===== config.mk =====
export PLATFORM = sky130hd
export DESIGN_NAME = eeprom_csum_engine
export DESIGN_NICKNAME = d
export VERILOG_FILES = /design/src/rtl/eeprom_csum_pkg.sv /design/src/rtl/eeprom_csum_addr.sv /design/src/rtl/eeprom_csum_acc.sv /design/src/rtl/eeprom_csum_fsm.sv /design/src/rtl/eeprom_csum_engine.sv
export SDC_FILE = /design/constraint.sdc
export NUM_CORES = 1
export LEC_CHECK = 0
export BUFFER_PORTS_ARGS = -buffer_cell sky130_fd_sc_hd__buf_2
export CAP_MARGIN = 20
export CORE_MARGIN = 4
export CORE_UTILIZATION = 61
export DETAILED_ROUTE_END_ITERATION = 8
export MAX_ROUTING_LAYER = met4
export PLACE_DENSITY = 0.91
export RECOVER_POWER = 50
export SYNTH_ARGS = -nofsm -noshare
export SYNTH_HDL_FRONTEND = slang
export SYNTH_SLANG_ARGS = --single-unit

===== constraint.sdc =====
create_clock -name clk_i -period 6.95 [get_ports clk_i]
set_input_delay 0.3475 -clock clk_i [delete_from_list [all_inputs] [get_ports clk_i]]
set_output_delay 0.3475 -clock clk_i [all_outputs]
set_load 0.05 [all_outputs]

===== src/rtl/eeprom_csum_pkg.sv =====
package eeprom_csum_pkg;
  localparam int          WORD_W      = 16;
  localparam logic [15:0] CSUM_TARGET = 16'hBABA;

  typedef enum logic [1:0] {
    ST_IDLE  = 2'd0,
    ST_READ  = 2'd1,
    ST_WRITE = 2'd2
  } csum_state_e;

  typedef enum logic {
    OP_VALIDATE = 1'b0,
    OP_UPDATE   = 1'b1
  } csum_op_e;
endpackage


===== src/rtl/eeprom_csum_addr.sv =====
module eeprom_csum_addr #(
  parameter int AW = 6
) (
  input  logic          clk_i,
  input  logic          rst_ni,
  input  logic          clr_i,
  input  logic          inc_i,
  input  logic [AW-1:0] last_i,
  output logic [AW-1:0] addr_o,
  output logic          at_last_o
);
  logic [AW-1:0] addr_q;

  always_ff @(posedge clk_i or negedge rst_ni) begin
    if (!rst_ni)     addr_q <= '0;
    else if (clr_i)  addr_q <= '0;
    else if (inc_i)  addr_q <= addr_q + AW'(1);
  end

  assign addr_o    = addr_q;
  assign at_last_o = (addr_q == last_i);
endmodule


===== src/rtl/eeprom_csum_acc.sv =====
module eeprom_csum_acc
  import eeprom_csum_pkg::*;
(
  input  logic              clk_i,
  input  logic              rst_ni,
  input  logic              clr_i,
  input  logic              add_i,
  input  logic [WORD_W-1:0] data_i,
  output logic [WORD_W-1:0] sum_o,
  output logic [WORD_W-1:0] sum_nxt_o
);
  logic [WORD_W-1:0] sum_q;

  // wraps modulo 2^WORD_W by width truncation
  assign sum_nxt_o = sum_q + data_i;

  always_ff @(posedge clk_i or negedge rst_ni) begin
    if (!rst_ni)     sum_q <= '0;
    else if (clr_i)  sum_q <= '0;
    else if (add_i)  sum_q <= sum_nxt_o;
  end

  assign sum_o = sum_q;
endmodule


===== src/rtl/eeprom_csum_fsm.sv =====
module eeprom_csum_fsm
  import eeprom_csum_pkg::*;
(
  input  logic              clk_i,
  input  logic              rst_ni,
  input  logic              validate_i,
  input  logic              update_i,
  input  logic              rd_ack_i,
  input  logic              rd_err_i,
  input  logic              wr_ack_i,
  input  logic              wr_err_i,
  input  logic              at_last_i,
  input  logic [WORD_W-1:0] sum_nxt_i,
  output logic              clr_o,
  output logic              add_o,
  output logic              inc_o,
  output csum_op_e          op_o,
  output logic              busy_o,
  output logic              rd_req_o,
  output logic              wr_req_o,
  output logic [WORD_W-1:0] wr_data_o,
  output logic              done_o,
  output logic              pass_o,
  output logic              err_o
);
  csum_state_e       state_q;
  csum_op_e          op_q;
  logic              done_q, pass_q, err_q;
  logic [WORD_W-1:0] wdata_q;
  logic              rd_fire;

  assign rd_fire = (state_q == ST_READ) && rd_ack_i;
  assign clr_o   = (state_q == ST_IDLE) && (validate_i || update_i);
  assign add_o   = rd_fire && !rd_err_i;
  assign inc_o   = add_o && !at_last_i;

  always_ff @(posedge clk_i or negedge rst_ni) begin
    if (!rst_ni) begin
      state_q <= ST_IDLE;
      op_q    <= OP_VALIDATE;
      done_q  <= 1'b0;
      pass_q  <= 1'b0;
      err_q   <= 1'b0;
      wdata_q <= '0;
    end else begin
      done_q <= 1'b0;
      unique case (state_q)
        ST_IDLE: begin
          if (validate_i || update_i) begin
            state_q <= ST_READ;
            op_q    <= validate_i ? OP_VALIDATE : OP_UPDATE; // validate wins
            pass_q  <= 1'b0;
            err_q   <= 1'b0;
          end
        end
        ST_READ: begin
          if (rd_ack_i) begin
            if (rd_err_i) begin
              state_q <= ST_IDLE;
              done_q  <= 1'b1;
              err_q   <= 1'b1;
            end else if (at_last_i) begin
              if (op_q == OP_VALIDATE) begin
                state_q <= ST_IDLE;
                done_q  <= 1'b1;
                pass_q  <= (sum_nxt_i == CSUM_TARGET);
              end else begin
                state_q <= ST_WRITE;
                wdata_q <= CSUM_TARGET - sum_nxt_i;
              end
            end
          end
        end
        ST_WRITE: begin
          if (wr_ack_i) begin
            state_q <= ST_IDLE;
            done_q  <= 1'b1;
            err_q   <= wr_err_i;
            pass_q  <= !wr_err_i;
          end
        end
        default: state_q <= ST_IDLE;
      endcase
    end
  end

  assign op_o      = op_q;
  assign busy_o    = (state_q != ST_IDLE);
  assign rd_req_o  = (state_q == ST_READ);
  assign wr_req_o  = (state_q == ST_WRITE);
  assign wr_data_o = wdata_q;
  assign done_o    = done_q;
  assign pass_o    = pass_q;
  assign err_o     = err_q;
endmodule


===== src/rtl/eeprom_csum_engine.sv =====
module eeprom_csum_engine
  import eeprom_csum_pkg::*;
#(
  parameter int AW        = 6,
  parameter int CSUM_ADDR = 63   // must be >= 1 and < 2**AW
) (
  input  logic          clk_i,
  input  logic          rst_ni,
  input  logic          validate_i,
  input  logic          update_i,
  output logic          busy_o,
  output logic          done_o,
  output logic          pass_o,
  output logic          err_o,
  output logic          rd_req_o,
  output logic [AW-1:0] rd_addr_o,
  input  logic          rd_ack_i,
  input  logic [15:0]   rd_data_i,
  input  logic          rd_err_i,
  output logic          wr_req_o,
  output logic [AW-1:0] wr_addr_o,
  output logic [15:0]   wr_data_o,
  input  logic          wr_ack_i,
  input  logic          wr_err_i
);
  localparam logic [AW-1:0] LAST_VAL = AW'(CSUM_ADDR);
  localparam logic [AW-1:0] LAST_UPD = AW'(CSUM_ADDR - 1);

  logic              clr, add, inc, at_last;
  logic [AW-1:0]     last_addr;
  logic [WORD_W-1:0] sum, sum_nxt;
  csum_op_e          op;

  assign last_addr = (op == OP_UPDATE) ? LAST_UPD : LAST_VAL;

  eeprom_csum_addr #(.AW(AW)) u_addr (
    .clk_i     (clk_i),
    .rst_ni    (rst_ni),
    .clr_i     (clr),
    .inc_i     (inc),
    .last_i    (last_addr),
    .addr_o    (rd_addr_o),
    .at_last_o (at_last)
  );

  eeprom_csum_acc u_acc (
    .clk_i     (clk_i),
    .rst_ni    (rst_ni),
    .clr_i     (clr),
    .add_i     (add),
    .data_i    (rd_data_i),
    .sum_o     (sum),
    .sum_nxt_o (sum_nxt)
  );

  eeprom_csum_fsm u_fsm (
    .clk_i      (clk_i),
    .rst_ni     (rst_ni),
    .validate_i (validate_i),
    .update_i   (update_i),
    .rd_ack_i   (rd_ack_i),
    .rd_err_i   (rd_err_i),
    .wr_ack_i   (wr_ack_i),
    .wr_err_i   (wr_err_i),
    .at_last_i  (at_last),
    .sum_nxt_i  (sum_nxt),
    .clr_o      (clr),
    .add_o      (add),
    .inc_o      (inc),
    .op_o       (op),
    .busy_o     (busy_o),
    .rd_req_o   (rd_req_o),
    .wr_req_o   (wr_req_o),
    .wr_data_o  (wr_data_o),
    .done_o     (done_o),
    .pass_o     (pass_o),
    .err_o      (err_o)
  );

  assign wr_addr_o = LAST_VAL;

  logic unused_sum;
  assign unused_sum = ^sum;
endmodule


After elaboration in Yosys (flattened, before gate mapping)
Index checks and enable logic that the tools add are counted.

Register bits: 44. Logic and storage cells: 72. Bits of input ports: 24. Output and inout port bits: 34.

Muxes and demuxes: 30. Equal/unequal tests: 12. Bitwise logic cells: 1. Reduce and logical (&&, ||, !) cells: 18. Add/subtract/negate cells: 3.

Operators by type and width (number): $mux 16 (2); $add 16x16->16 (1); $eq 16x16->1 const B (1); $mux 1 (16); $sub 16x16->16 const A (1); $mux 2 (6); $mux 6 (2); $reduce_and 5->1 (2); $ne 2x1->1 const B (4); $reduce_and 7->1 (1); $add 6x1->6 const B (1); $eq 6x6->1 (1); $ne 2x2->1 const B (3); $pmux 1 s3 (2); $pmux 2 s3 (1); $reduce_bool 2->1 (3); $logic_and 1x1->1 (4); $reduce_and 4->1 (1); $logic_not 1->1 (3); $ne 3x1->1 const B (1); $reduce_bool 3->1 (1); $eq 2x1->1 const B (1); $eq 2x2->1 const B (1); $logic_not 2->1 (1); other kinds (4) (4).

Logic depth before layout (Yosys ltp)
Gate-level depths: netlist of the first run.

Word-level depth: 7. Mapped depth: 10. Mapped depth without buffers: 10.

Hierarchy
Synthesis of the first run repeated with hierarchy kept, for this count alone.

Cells, all modules: 335. Area, all modules: 3074.2 µm².

Modules (own cells, without submodules): eeprom_csum_acc (area each 1397.6 µm², instances 1, cells each 149); eeprom_csum_fsm (area each 1291.2 µm², instances 1, cells each 146); eeprom_csum_addr (area each 332.8 µm², instances 1, cells each 32); eeprom_csum_engine (area each 52.6 µm², instances 1, cells each 8).

Worst setup path after synthesis of the first run
Ideal clock, no wire load.

Path kind: register to register. Start point: reg u_acc.sum_q[0], in the netlist u_acc.sum_o[0]. End point: reg u_fsm.wdata_q[15], in the netlist u_fsm.wr_data_o[15]. Clock period less this slack: 2.885 ns. Library setup time: 0.069 ns. Data required time: 6.881 ns. Path slack: 4.065 ns. Stages on the path, launching flop included: 11. Arrival: 2.817 ns. Path buffers: 0. Cells stage by stage: dfrtp_1 -> ha_1 -> fa_1 -> a211oi_2 -> nor3b_1 -> nor4_2 -> a41oi_1 -> o21ai_1 -> a21oi_2 -> or4_1 -> nand3_1.

Longest elaborated chain between the ends: 2.

RTL lines: start, declared (line eeprom_csum_acc.sv:12) `logic [WORD_W-1:0] sum_q;`; start signal, assigned (line eeprom_csum_acc.sv:20) `else if (add_i) sum_q <= sum_nxt_o;`; $add 16x16->16 (line eeprom_csum_acc.sv:15) `assign sum_nxt_o = sum_q + data_i;`; $sub 16x16->16 (line eeprom_csum_fsm.sv:69) `wdata_q <= CSUM_TARGET - sum_nxt_i;`; end signal, assigned (line eeprom_csum_fsm.sv:69); end, declared (line eeprom_csum_fsm.sv:29) `logic [WORD_W-1:0] wdata_q;`.

No other way between the ends. A chain may end at the register's enable or synchronous reset.

Worst setup path after layout of the first run
Start point: reg u_acc.sum_q[0], in the netlist u_acc.sum_o[0]. End point: reg u_fsm.wdata_q[14], in the netlist u_fsm.wr_data_o[14].

The elaborated chain is that of the path after synthesis.

==> out/summary.txt, run 1 <==
Path depth of the worst reg2reg path: 10
Port Buffers: 51
Max Fclk: 306 MHz
Crit path capture: u_fsm.wr_data_o[14]
GR Overflow Total: 0
CTS tree: done
Syn_area_per_cell: 8.61 um^2
Vias in the first global route: 2693
Kind of critical path: flop to flop
Clk_lat worst skew: 0.31 ns
Layout cells sized above 1: 0.142
Fillers: 379
Critical path origin: u_acc.sum_o[0]
Register area share after synthesis: 0.352
Critical Path RT: 7.14 ns
Final setup fails: 0
Routed WL per cell: 15.2 um
Min-delay worst type: input pin to flop
YS warnings: 0
CP Launch Type: flop
Commonest non-fill, non-tap cell in the layout: nand2_1
Gr usage total: 0.248
Nets: 454
Cell count after synthesis: 363
P&R area growth vs syn: 11.6%
FF+latch area: 0.00110 mm^2
Mapped Area: 0.00313 mm^2
Pins over their slew limit: 45
Routed vias/inst: 5.87
DP Area: 0.00339 mm^2
CTS max path bufs: 2
H-tree levels: 2
Final ANT Viol Nets: 0
Status: complete, but fails checks
GR Util met3: 0.0406
Postcts setup bufs: 0
GR Layer Usage met2: 0.413
Clock slew at reported path FFs: 0.09 ns
Tightest Pin Transition: 2.35 ns
I/O pins: 58
Via count: 2787
R2R setup slack: 3.68 ns
Multi-input logic area: 0.00191 mm^2
EDFF count, synth: 0
Antenna diodes: 0
Slew headroom: -0.569
Worst EP arrival: 3.46 ns
Post-CTS Resized: 0
Die Ht: 79.6 um
Peak VDD IR: 0.000260 V
MaxCap Viol Count: 1
Netlist cell types: 58
Failing checks: capacitance limit, slew limit
DR pass1 iterations: 4
Layout Skew: 0.00889 ns
Initial antenna violation count: 0
Hold-fix buffers, CTS: 0
Commonest register cell after synthesis: dfrtp_1
CP max FO: 9
Die width: 79.6 um
RSZ-0062 raised after global routing: false
Die area: 0.00634 mm^2
Met1 usage: 0.303
Power Density: 397 mW/mm^2
Initial Util: 0.645
Number of synthesized register bits: 44
Post-route cell area: 0.00349 mm^2
Core ar.: 0.00485 mm^2
Async set-reset flop share out of synthesis: 1.00
Post-layout minimum cycle time: 3.27 ns
TNS Setup: 0 ns
Reg-to-reg startpoint: u_acc.sum_o[0]
Tcrit/Tclk final: 0.471
CTS buffer count: 5
CP endpoint kind: flop
Hold Violations, Final: 0
DRC viols: 0
Pleak: 1.66 nW
Leading cell types in the layout, fill and taps excluded: nand2_1 (53), dfrtp_1 (44), buf_2 (37), nor2_1 (30), a21oi_1 (28)
Iteration-0 DRC count of the detailed router: 154
Global-route wire length before repair: 12100 um
Reg2reg end: u_fsm.wr_data_o[14]
Largest net degree at the start of global routing: 45
Detailed placer's ending HPWL: 5390 um
CTS Root Cell: clkbuf_8
Placer Congestion: 0.875
Final WL: 7200 um
Clock sink total: 44
# rows: 25
Gr busiest metal: met2
## per-layer routing
metal	up-vias	wire, um
met4	0	120
met1	1325	3120
met2	84	3620
li1	1365	-
met3	13	331
met5	-	0
## cell usage after synthesis (2+ instances only)
cell	count	share of area
a2111oi_0	2	0.0056
a211oi_1	4	0.0096
a21boi_0	2	0.0048
a21o_1	9	0.022
a21oi_1	28	0.045
a221o_1	2	0.0064
and2_1	4	0.0080
and3_1	3	0.0060
and4_1	2	0.0056
buf_2	3	0.0048
buf_4	6	0.014
clkbuf_1	10	0.012
dfrtp_1	44	0.35
ha_1	22	0.088
inv_1	10	0.012
mux2i_1	3	0.0096
nand2_1	53	0.064
nand2b_1	6	0.012
nand3_1	10	0.016
nand4_1	4	0.0080
nor2_1	31	0.037
nor2b_1	3	0.0060
nor3_1	10	0.016
nor3b_1	3	0.0072
nor4_1	2	0.0040
o2111ai_1	5	0.014
o211ai_1	3	0.0072
o21a_1	2	0.0048
o21ai_0	19	0.030
o21ai_1	2	0.0032
o31ai_1	2	0.0048
or3_1	4	0.0080
xnor2_1	13	0.036
xor2_1	13	0.036
## how the worst min path moves through the flow
| stage | slack [ns] | to | start | depth (start not counted) |
|---|---|---|---|---|
| final | 0.26 | u_fsm.op_o | validate_i | 2 |
| after global routing | 0.27 | u_fsm.op_o | validate_i | 2 |
| after CTS | 0.22 | u_acc.sum_o[7] | rst_ni | 1 |
| after detailed placement | 0.47 | u_fsm.wr_data_o[2] | u_fsm.wr_data_o[2] | 2 |
| after global placement | 0.46 | u_fsm.wr_data_o[2] | u_fsm.wr_data_o[2] | 2 |
| after floorplan | 0.05 | u_acc.sum_o[0] | rst_ni | 0 |
## where the power goes
group	total [mW]	internal, mW	switching, mW
combinational	0.838	0.306	0.533
clock	0.208	0.108	0.0994
sequential	0.340	0.304	0.0366
## logic make-up after synthesis
logic type / after synthesis / synth area share
and+or+nand+nor: 146 / 0.234
AOI/OAI and AO/OA: 90 / 0.188
DFF: 44 / 0.352
buffers and inverters: 29 / 0.0432
xor gates and xnor gates: 26 / 0.0728
adders and majority gates: 23 / 0.0944
muxes: 4 / 0.0132
other: 1 / 0.00120
## worst max-delay path: stages (launching register included)
cell	delay, ns
dfrtp_1	0.39
ha_1	0.23
fa_1	0.43
a211oi_2	0.29
o31ai_2	0.14
o2111ai_1	0.27
a21boi_0	0.18
nor2_1	0.52
and3b_1	0.25
o311ai_0	0.34
nand3_1	0.11
## sequential cells by signal, summed over array words and instances (netlist names)
signal and flops:
u_acc.sum_o 16, u_addr.addr_o 6, u_fsm.done_o 1, u_fsm.err_o 1
u_fsm.op_o 1, u_fsm.pass_o 1, u_fsm.state_q 2, u_fsm.wr_data_o 16
## per-stage QoR
step                cells  utilization  hold WS (ns)  setup WS, ns  total power [mW]
global placement      467        0.699         0.461          3.81              1.15
floorplan             368            -        0.0519          4.06              1.01
CTS                   475        0.723         0.224          3.68              1.38
finish                475        0.719         0.255          3.68              1.39
global route          475        0.719         0.266          3.45              1.50
detailed placement    467        0.699         0.469          3.63              1.17
## final cells by class
type                            count  share of cell area
Tap cell                           67              0.0240
Timing Repair Buffer               51              0.0681
Clock buffer                        5              0.0197
Inverter                           10              0.0108
Clock inverter                      3              0.0136
Sequential cell                    44               0.316
Multi-Input combinational cell    295               0.548
Power figures use the tool's default switching activity.
==> inputs of run 2 (changes only) <==
--- a/config.mk
+++ b/config.mk
@@ -5,13 +5,14 @@
 export SDC_FILE = /design/constraint.sdc
 export NUM_CORES = 1
 export LEC_CHECK = 0
+export ABC_AREA = 1
 export BUFFER_PORTS_ARGS = -buffer_cell sky130_fd_sc_hd__buf_2
 export CAP_MARGIN = 20
 export CORE_MARGIN = 4
-export CORE_UTILIZATION = 61
+export CORE_UTILIZATION = 51
 export DETAILED_ROUTE_END_ITERATION = 8
 export MAX_ROUTING_LAYER = met4
-export PLACE_DENSITY = 0.91
+export PLACE_DENSITY = 0.82
 export RECOVER_POWER = 50
 export SYNTH_ARGS = -nofsm -noshare
 export SYNTH_HDL_FRONTEND = slang
==> constraint.sdc (replaced) <==
create_clock -name clk_i -period 3 [get_ports clk_i]
set_input_delay 0.15 -clock clk_i [delete_from_list [all_inputs] [get_ports clk_i]]
set_output_delay 0.15 -clock clk_i [all_outputs]
set_load 0.05 [all_outputs]
==> out/summary.txt, run 2 <==
Die Ht: 89.0 um
Clk_lat worst skew: 0.30 ns
Initial Util: 0.527
Routed vias/inst: 5.17
Routed WL per cell: 13.3 um
Register area share after synthesis: 0.329
Clock slew at reported path FFs: 0.09 ns
Yosys top cell area share: 0.329
Hold-fix buffers, CTS: 0
Tcrit/Tclk final: 0.839
Iteration-0 DRC count of the detailed router: 170
CP Launch Type: flop
Final WL: 8300 um
Port Buffers: 51
EDFF count, synth: 0
MaxCap Viol Count: 1
CTS max path bufs: 2
Die area: 0.00791 mm^2
Failing checks: capacitance limit, slew limit
Crit path capture: u_fsm.wr_data_o[15]
Most frequent cell after synthesis: nand2_1
Pleak: 2.17 nW
Placer Congestion: 0.903
Largest net degree at the start of global routing: 45
Commonest non-fill, non-tap cell in the layout: nand2_1
Tightest Pin Transition: 2.37 ns
Pre-CTS WS: 0.547 ns
Leading cell types in the layout, fill and taps excluded: nand2_1 (142), inv_1 (89), dfrtp_1 (44), nand3_1 (43), buf_2 (36)
DRC viols: 0
Antenna diodes: 0
Reg2reg end: u_fsm.wr_data_o[15]
Final Util: 0.600
H-tree levels: 2
Mapped Area: 0.00334 mm^2
CP endpoint kind: flop
Largest cells by area after synthesis: dfrtp_1 (33%), nand2_1 (16%), inv_1 (10%)
I/O pins: 58
# rows: 29
Hold Violations, Final: 0
Status: complete, but fails checks
Core ar.: 0.00635 mm^2
Reg-to-reg startpoint: u_acc.sum_o[0]
Kind of critical path: flop to flop
Layout Skew: 0.00454 ns
Post-CTS Resized: 0
GR Overflow Total: 0
CTS buffer count: 5
TNS Setup: 0 ns
RSZ-0062 raised after global routing: false
Gr usage total: 0.225
Final setup fails: 0
Global-route wire length before repair: 13800 um
Max Fclk: 397 MHz
Pins over their slew limit: 45
Final ANT Viol Nets: 0
Largest area contributor in the netlist: dfrtp_1
Detailed placer's ending HPWL: 6540 um
Clock sink total: 44
Via count: 3234
Nets: 595
R2R setup slack: 0.48 ns
DR pass1 iterations: 4
Critical path origin: u_acc.sum_o[0]
Postcts setup bufs: 0
Initial antenna violation count: 0
Netlist cell types: 36
Peak VDD IR: 0.000626 V
Cell count after synthesis: 492
Post-layout minimum cycle time: 2.52 ns
CP max FO: 4
Async set-reset flop share out of synthesis: 1.00
Min-delay worst type: input pin to flop
Pwr Total: 3.26 mW
Commonest register cell after synthesis: dfrtp_1
CTS tree: done
Power Density: 857 mW/mm^2
P&R area growth vs syn: 14.0%
Syn_area_per_cell: 6.80 um^2
Die width: 89.0 um
Slew headroom: -0.578
Number of synthesized register bits: 44
Vias in the first global route: 3107
Critical Path RT: 3.19 ns
Path depth of the worst reg2reg path: 15
Most frequent cells after synthesis: nand2_1 (142), inv_1 (89), dfrtp_1 (44), nand3_1 (43), nor2_1 (33)
Setup WS post-layout: 0.483 ns
Layout cells sized above 1: 0.135
WHS Path Cells: 3
YS warnings: 0
CTS Root Cell: clkbuf_8
Worst EP arrival: 2.71 ns
run 2: cell count changes in the layout (fill, tap and decap cells not counted), moves of 7 or more:
cell | previous run | this run
a21oi_1 | 28 | 21
a21o_1 | 9 | 0
nand2_1 | 53 | 142
xor2_1 | 13 | 2
o22ai_1 | 0 | 16
xnor2_1 | 13 | 2
o21ai_0 | 19 | 11
nand3_1 | 10 | 43
inv_1 | 10 | 89
nand2_2 | 0 | 13
run 2: power breakdown:
group	total [mW]	leakage (nW)	internal, mW	switching [mW]
sequential	0.774	0.605	0.692	0.0823
clock	0.632	0.0784	0.416	0.215
combinational	1.86	1.48	0.562	1.30
run 2: kinds of logic after synthesis:
group	synth area share
and+or+nand+nor	0.325
xor gates and xnor gates	0.0153
adders and majority gates	0.0883
AOI/OAI and AO/OA	0.116
buffers and inverters	0.124
DFF	0.329
other	0.00112
run 2: final cells by class:
cell class	instances	area [um^2]
Tap cell	77	96.3
Timing Repair Buffer	54	259
Inverter	93	349
Clock buffer	5	68.8
Sequential cell	44	1100
Clock inverter	3	90.1
Multi-Input combinational cell	350	1850
Fill cell	606	2540
run 2: worst min-delay path by stage:
stage / to / startpoint
floorplan: u_acc.sum_o[0] / rst_ni
global placement: u_acc.sum_o[14] / rst_ni
detailed placement: u_acc.sum_o[12] / rst_ni
CTS: u_fsm.done_o / rst_ni
global route: u_fsm.done_o / wr_ack_i
finish: u_fsm.done_o / wr_ack_i
run 2: per-layer routing:
metal	global-route usage	routed length, um	up-vias
met5	-	0	-
met4	0.0690	203	0
met3	0.0323	350	16
met2	0.370	4000	66
met1	0.288	3750	1482
li1	-	-	1670
run 2: worst max-delay path, cell delays in order (launching register included):
cell,delay [ns]
dfrtp_1,0.39
ha_1,0.24
fa_1,0.56
inv_1,0.09
o21ai_2,0.19
nand3_2,0.12
nor2_1,0.13
nand2_1,0.09
nand2_1,0.10
inv_1,0.06
nand3_1,0.08
nand2_2,0.08
nand2_1,0.07
nand2_1,0.07
nand3_1,0.09
nand2_1,0.06
run 2: through the flow:
step / cells / hold slack [ns] / area, um^2
4_1_cts: 626 / 0.0371 / 3830
3_3_place_gp: 618 / 0.356 / 3670
5_1_grt: 626 / 0.0907 / 3810
3_5_place_dp: 618 / 0.364 / 3670
6_report: 626 / 0.0958 / 3810
2_1_floorplan: 497 / -0.146 / 3360
==> inputs of run 3 (changes only) <==
--- a/config.mk
+++ b/config.mk
@@ -5,14 +5,14 @@
 export SDC_FILE = /design/constraint.sdc
 export NUM_CORES = 1
 export LEC_CHECK = 0
-export ABC_AREA = 1
+export ABC_AREA = 0
 export BUFFER_PORTS_ARGS = -buffer_cell sky130_fd_sc_hd__buf_2
 export CAP_MARGIN = 20
 export CORE_MARGIN = 4
-export CORE_UTILIZATION = 51
+export CORE_UTILIZATION = 56
 export DETAILED_ROUTE_END_ITERATION = 8
 export MAX_ROUTING_LAYER = met4
-export PLACE_DENSITY = 0.82
+export PLACE_DENSITY = 0.85
 export RECOVER_POWER = 50
 export SYNTH_ARGS = -nofsm -noshare
 export SYNTH_HDL_FRONTEND = slang
==> constraint.sdc (replaced) <==
create_clock -name clk_i -period 2.6 [get_ports clk_i]
set_input_delay 0.13 -clock clk_i [delete_from_list [all_inputs] [get_ports clk_i]]
set_output_delay 0.13 -clock clk_i [all_outputs]
set_load 0.05 [all_outputs]
==> out/summary.txt, run 3 (same netlist as run 1, synthesis figures left out) <==
Worst Hold Launch: validate_i
Pleak: 2.02 nW
Vias in the first global route: 3023
Worst-path cell chain: ha_2 -> fa_2 -> a211oi_4 -> o31ai_2 -> buf_4 -> a31oi_4 -> xor2_2 -> o21ai_2 -> buf_4 -> buf_4 -> buf_4 -> buf_4 -> xnor2_1 -> o21ai_1
Slew headroom: 0.167
CP max stage cell: dfrtp_1
Power Density: 1150 mW/mm^2
Slowest stage delay, CP: 0.39 ns
Status: complete, but fails checks
Post-route cell area: 0.00413 mm^2
Clock slew at reported path FFs: 0.09 ns
Largest net degree at the start of global routing: 45
CP Launch Type: flop
Port Buffers: 51
Final setup fails: 8
Hold Violations, Final: 0
Antenna diodes: 0
CP max FO: 3
Commonest non-fill, non-tap cell in the layout: buf_4
Min-delay worst type: input pin to flop
Core ar.: 0.00527 mm^2
# rows: 26
Max Fclk: 352 MHz
Iteration-0 DRC count of the detailed router: 250
P&R area growth vs syn: 32.2%
Pins over their slew limit: 0
GR Overflow Total: 0
Finished Layout Cells: 539
Critical path origin: u_acc.sum_o[0]
Die area: 0.00684 mm^2
Clock sink total: 44
Routed WL per cell: 17.0 um
Worst EP arrival: 3.02 ns
Initial antenna violation count: 0
DR pass1 iterations: 5
I/O pins: 58
CTS tree: done
Via count: 3240
Clk_lat worst skew: 0.30 ns
Tcrit/Tclk final: 1.09
Post-layout minimum cycle time: 2.84 ns
DRC viols: 0
Reg-to-reg startpoint: u_acc.sum_o[0]
CTS Root Cell: clkbuf_8
Global-route wire length before repair: 14000 um
DP Area: 0.00379 mm^2
Final ANT Viol Nets: 0
Gr usage total: 0.275
Detailed placer's ending HPWL: 6370 um
CTS buffer count: 5
Kind of critical path: flop to flop
Die Ht: 82.7 um
RSZ-0062 raised after global routing: true
Multi-input logic area: 0.00208 mm^2
Layout Skew: 0.00790 ns
Layout cells sized above 1: 0.309
Pre-CTS WS: -0.266 ns
Placer Congestion: 0.934
FF+latch area: 0.00110 mm^2
Nets: 515
Setup WS post-layout: -0.243 ns
Routed vias/inst: 6.01
Final WL: 9180 um
Tightest Pin Transition: 1.25 ns
CTS max path bufs: 2
Die width: 82.7 um
TNS Setup: -0.922 ns
Initial Util: 0.593
MaxCap Viol Count: 0
Peak VDD IR: 0.000971 V
CP endpoint kind: flop
Failing checks: setup timing
Min Hold Slack: 0.0716 ns
Critical Path RT: 2.78 ns
Fillers: 362
Placed Cells incl. Taps: 517
Leading cell types in the layout, fill and taps excluded: buf_4 (58), nand2_1 (53), dfrtp_1 (44), buf_2 (42), nor2_1 (29)
H-tree levels: 2
Crit-path most repeated cell: buf_4
==> run 3: area by class of cell <==
cell class,instances,share of cell area
Tap cell,70,0.0212
Sequential cell,44,0.266
Timing Repair Buffer,112,0.173
Clock inverter,3,0.0115
Clock buffer,5,0.0167
Inverter,10,0.00908
Multi-Input combinational cell,295,0.503
==> run 3: worst max-delay path, delay by kind of cell, from the launching register on <==
kind            cells  cell delay, ns
compound gates      5            0.75
buf+inv             5            0.69
fa+ha+maj           2            0.56
flops               1            0.39
xor+xnor            2            0.34
==> run 3: per-stage QoR <==
stage,utilization,total power [mW]
5_1_grt,0.784,5.04
3_3_place_gp,0.719,3.64
6_report,0.784,4.75
4_1_cts,0.766,4.50
3_5_place_dp,0.719,3.73
2_1_floorplan,-,2.76
==> run 3: final timing paths <==
path	end	slack [ns]	depth (start not counted)
max	u_fsm.wr_data_o[9]	-0.24	14
min	u_fsm.op_o	0.07	2
max reg2reg	u_fsm.wr_data_o[9]	-0.24	14
min reg2reg	u_fsm.wr_data_o[11]	0.49	2
max in group asynchronous	u_fsm.err_o	0.43	3
min in group asynchronous	u_fsm.wr_data_o[3]	0.47	2
==> run 3: power by group <==
group / internal, mW / switching (mW) / leakage (nW) / total (mW)
Combinational: 1.47 / 1.82 / 1.36 / 3.30
Sequential: 0.811 / 0.106 / 0.604 / 0.917
Clock: 0.289 / 0.246 / 0.0583 / 0.535
Total: 2.58 / 2.18 / 2.02 / 4.75
==> run 3: what timing repair did <==
| action | in CTS | in global routing |
|---|---|---|
| setup endpoints to repair | 9 | 15 |
| hold buffers | 0 | 1 |
| gates resized for setup | 14 | 11 |
| hold endpoints to repair | 0 | 17 |
| setup buffers | 10 | 3 |
| pin swaps | 17 | 4 |
| cloned | 0 | 0 |
==> run 3: layer usage <==
| layer | vias to the layer above | routed length [um] | global-route usage |
|---|---|---|---|
| li1 | 1480 | - | - |
| met1 | 1571 | 3740 | 0.329 |
| met2 | 154 | 4650 | 0.477 |
| met3 | 35 | 588 | 0.0510 |
| met4 | 0 | 199 | 0.0719 |
| met5 | - | 0 | - |
